**config.mk**
```make
export PLATFORM = sky130hd
export DESIGN_NAME = irq_select
export DESIGN_NICKNAME = d
export VERILOG_FILES = /design/src/rtl/irq_select.sv
export SDC_FILE = /design/constraint.sdc
export NUM_CORES = 1
export LEC_CHECK = 0
export ABC_AREA = 1
export BUFFER_PORTS_ARGS = -buffer_cell sky130_fd_sc_hd__buf_2
export CAP_MARGIN = 20
export CORE_MARGIN = 10
export CORE_UTILIZATION = 25
export CTS_BUF_LIST = sky130_fd_sc_hd__clkbuf_4 sky130_fd_sc_hd__clkbuf_8 sky130_fd_sc_hd__clkbuf_16
export CTS_CLUSTER_DIAMETER = 100
export DETAILED_ROUTE_END_ITERATION = 10
export SLEW_MARGIN = 15
export SYNTH_ARGS = -nofsm -noshare
export SYNTH_HDL_FRONTEND = slang
export SYNTH_SLANG_ARGS = --single-unit
```
**constraint.sdc**
```tcl
create_clock -name clk -period 4.8 [get_ports clk]
set_input_delay 0.48 -clock clk [delete_from_list [all_inputs] [get_ports clk]]
set_output_delay 0.48 -clock clk [all_outputs]
set_load 0.01 [all_outputs]
```
**src/rtl/irq_select.sv**
```systemverilog
module irq_select #(
  parameter int XLEN = 64
) (
  input  logic            clk,
  input  logic            rst_n,
  input  logic [XLEN-1:0] pend_i,
  input  logic [XLEN-1:0] deleg_i,
  input  logic [1:0]      priv_i,
  input  logic            m_gie_i,
  input  logic            s_gie_i,
  input  logic [2:0]      dbg_cause_i,
  output logic            take_o,
  output logic [XLEN-1:0] cause_o
);
  localparam int IW = $clog2(XLEN);
  localparam logic [1:0] PRV_U = 2'd0;
  localparam logic [1:0] PRV_S = 2'd1;
  localparam logic [1:0] PRV_M = 2'd3;
  localparam logic [XLEN-1:0] ONE = XLEN'(1);
  localparam logic [XLEN-1:0] HI_MASK  = {XLEN{1'b1}} << 11;
  localparam logic [XLEN-1:0] EXT_MASK = ONE << 9;
  localparam logic [XLEN-1:0] SW_MASK  = (ONE << 1) | (ONE << 3);
  localparam logic [XLEN-1:0] TM_MASK  = (ONE << 5) | (ONE << 7);

  wire m_en = (priv_i != PRV_M) || m_gie_i;
  wire s_en = (priv_i == PRV_U) || ((priv_i == PRV_S) && s_gie_i);

  wire [XLEN-1:0] m_set = m_en ? (pend_i & ~deleg_i) : '0;
  wire [XLEN-1:0] s_set = s_en ? (pend_i & deleg_i) : '0;
  wire [XLEN-1:0] win   = (|m_set) ? m_set : s_set;

  logic [XLEN-1:0] grp;
  always_comb begin
    if      (|(win & HI_MASK))  grp = win & HI_MASK;
    else if (|(win & EXT_MASK)) grp = win & EXT_MASK;
    else if (|(win & SW_MASK))  grp = win & SW_MASK;
    else if (|(win & TM_MASK))  grp = win & TM_MASK;
    else                        grp = win;
  end

  function automatic logic [IW-1:0] lowest(input logic [XLEN-1:0] v);
    logic [IW-1:0] r;
    r = '0;
    for (int i = XLEN - 1; i >= 0; i--)
      if (v[i]) r = IW'(i);
    return r;
  endfunction

  wire hit = (dbg_cause_i == 3'd0) && (|win);
  wire [XLEN-1:0] nxt_cause = {1'b1, {(XLEN-1-IW){1'b0}}, lowest(grp)};

  always_ff @(posedge clk) begin
    if (!rst_n) begin
      take_o  <= 1'b0;
      cause_o <= '0;
    end else begin
      take_o  <= hit;
      cause_o <= hit ? nxt_cause : '0;
    end
  end
endmodule

```
==> impl_metrics.ini <==
[logic_synthesis]
ys_warn_count = 0
ys_ff_latch = 7
synth_cell_types = 30
avgSynthCellArea_um2 = 4.71
ys.flop_type = dfxtp_1
yosysSeqAreaShare = 0.0405
synthCells = 735
ys_async_sr_fraction = 0
netlist_area_mm2 = 0.00346
synth_edf_count = 0

[placement]
placed_area_mm2 = 0.00424
place_congestion = 0.916
portBuffers = 144
place_inst = 1049
dp.final_hpwl_um = 11900

[timing]
slew_viol_final = 0
rsz0062_at_grt = true
fin_tns_setup_ns = 0
fmax_mhz = 223
hold_slack_ns = 0.522
hold_viol = 0
relSlewSlack = 0.582
finalCritPeriodShare = 0.936
setup_violations = 0
worstMarginPinSlew_ns = 0.621
min_period_ns = 4.49

[power]
power.switching_uw = 239
seqPwrFrac = 0.110
p_leak_nw = 2.59
cell_internal_pwr_uw = 307
power_uw = 546
ir_worst_vdd_mv = 0.0981
p_sw_frac = 0.438
power_density_mw_per_mm2 = 122
power_frac_comb = 0.624
clock_power_share = 0.266

[worst_setup_path]
path_max_fanout = 11
cp-end-kind = flip-flop
worstPathRequired_ns = 4.93
cpMostUsedCell = nand2_1
setup.worst_path.start_class = input pin
criticalPathCategory = input pin to flip-flop
cp.arrival_ns = 4.62
slowest_delay_ns = 0.18
crit_slowest_cell = nand3b_4

[flow_run]
drv_cap = 0

[clock_network]
numCtsBuffers = 3
ctsLongestPathBuffers = 2
root_buffer = clkbuf_16
htreeDepth = 1
clkTransAtPathRegs_ns = 0.04
cts_sinks = 7
cts_tree = built
cts-hold-fix-buffers = 0

[grt]
grt_use_met2 = 0.230
use_met3 = 0.0350
grt_pass1_vias = 4495
grt_util_met1 = 0.162
antenna_found_initial = 0
grt_pass1_wl_um = 20800
grt_usage = 0.132
grt_busiest_layer = met2
grt_overflow = 0
grt_start_max_net_pins = 46

[floorplanning]
num_rows = 42
die_area_mm2 = 0.0190
chipWidth_um = 138
ioPinCount = 202
start_util = 0.258
die_h_um = 138
core_region_area_mm2 = 0.0134

[route]
vias = 4719
drt_iter0_markers = 314
wl_per_cell_um = 12.8
wl_um = 13600
viasPerCell = 4.44
postRouteAntennaNets = 0
drc_errors = 0
dr.pass1.iters = 5

[cells_and_area]
fin_area_mm2 = 0.00447
reg_top3 = cause_o x7
num-fill-cells = 1592
final_common_cell = nand2_1
mostFrequentLayoutCells = nand2_1 (183), buf_2 (144), inv_1 (127), nor2_1 (114), nand3_1 (73)
instances_no_fill = 1062
n_antenna_cell = 0
area_growth_pct = 29.1
top_register = cause_o
drive_above_1_share = 0.217
nets = 1024
largest_reg_flops = 7

[outcome]
status = finished, final reports clean

[worst_hold_path]
hp-class = input pin to flip-flop
-- power groups by stage --
stage	sequential (mW)	combinational, mW	clock, mW
after floorplan	0.0615	0.239	0
after global placement	0.0609	0.324	0
after detailed placement	0.0609	0.327	0
after CTS	0.0600	0.328	0.149
after global routing	0.0601	0.395	0.155
final	0.0600	0.341	0.146
-- per-layer routing --
layer / vias up / wire [um] / part of all wire
met4: 0 / 150 / 0.011
met2: 189 / 6200 / 0.45
met1: 2027 / 5930 / 0.43
li1: 2493 / - / -
met3: 10 / 1350 / 0.099
met5: - / 0 / 0
-- worst max-delay path: cells and delay by family --
family	cells	cell delay, ns
AND/OR/NAND/NOR	63	3.62
AO/OA/AOI/OAI	1	0.07
buffers and inverters	4	0.44
-- final timing paths --
kind | from | end | slack (ns) | cells past startpoint
setup / recovery | m_gie_i | cause_o[0] | 0.31 | 68
hold / removal | rst_n | cause_o[63] | 0.52 | 2
-- layout make-up --
class / instances / area [um2] / share of cell area
Multi-Input combinational cell: 575 / 2560 / 0.573
Clock buffer: 4 / 82.6 / 0.0185
Inverter: 130 / 488 / 0.109
Timing Repair Buffer: 170 / 980 / 0.219
Tap cell: 176 / 220 / 0.0493
Sequential cell: 7 / 140 / 0.0314
-- cells in the mapped netlist (2+ instances only) --
library cell	count	area share
nor2_4	2	0.0065
nor4_1	12	0.022
a21oi_1	6	0.0087
buf_1	5	0.0054
nand3_1	75	0.11
and3_1	2	0.0036
o21ai_0	69	0.10
inv_2	3	0.0033
buf_2	3	0.0043
nor2_1	116	0.13
inv_1	127	0.14
nand2_1	186	0.20
o31ai_1	2	0.0043
nor3_1	2	0.0029
o21bai_1	2	0.0043
dfxtp_1	7	0.040
nand4_1	10	0.018
clkbuf_1	13	0.014
a31oi_1	3	0.0054
buf_4	58	0.13
o21ai_1	23	0.033
-- timing repair --
action                     4_1_cts  5_1_grt
setup endpoints to repair        0        1
setup buffers                    0        6
gates resized for setup          0       10
hold endpoints to repair         0        0
-- cell families (layout without fill, tap and decap cells) --
family | after synthesis | count (layout) | synth area share
AND/OR/NAND/NOR | 410 | 411 | 0.504
buffers and inverters | 210 | 304 | 0.294
flip-flops | 7 | 7 | 0.0405
AO/OA/AOI/OAI | 107 | 107 | 0.160
other | 1 | 57 | 0.00108
-- metrics by stage --
step / worst slack, ns / util
3_5_place_dp: 0.119 / 0.317
6_report: 0.307 / 0.334
3_3_place_gp: 0.131 / 0.317
2_1_floorplan: 0.834 / -
5_1_grt: -0.482 / 0.334
4_1_cts: 0.335 / 0.323
No activity file was read; power rests on OpenSTA's default activity.
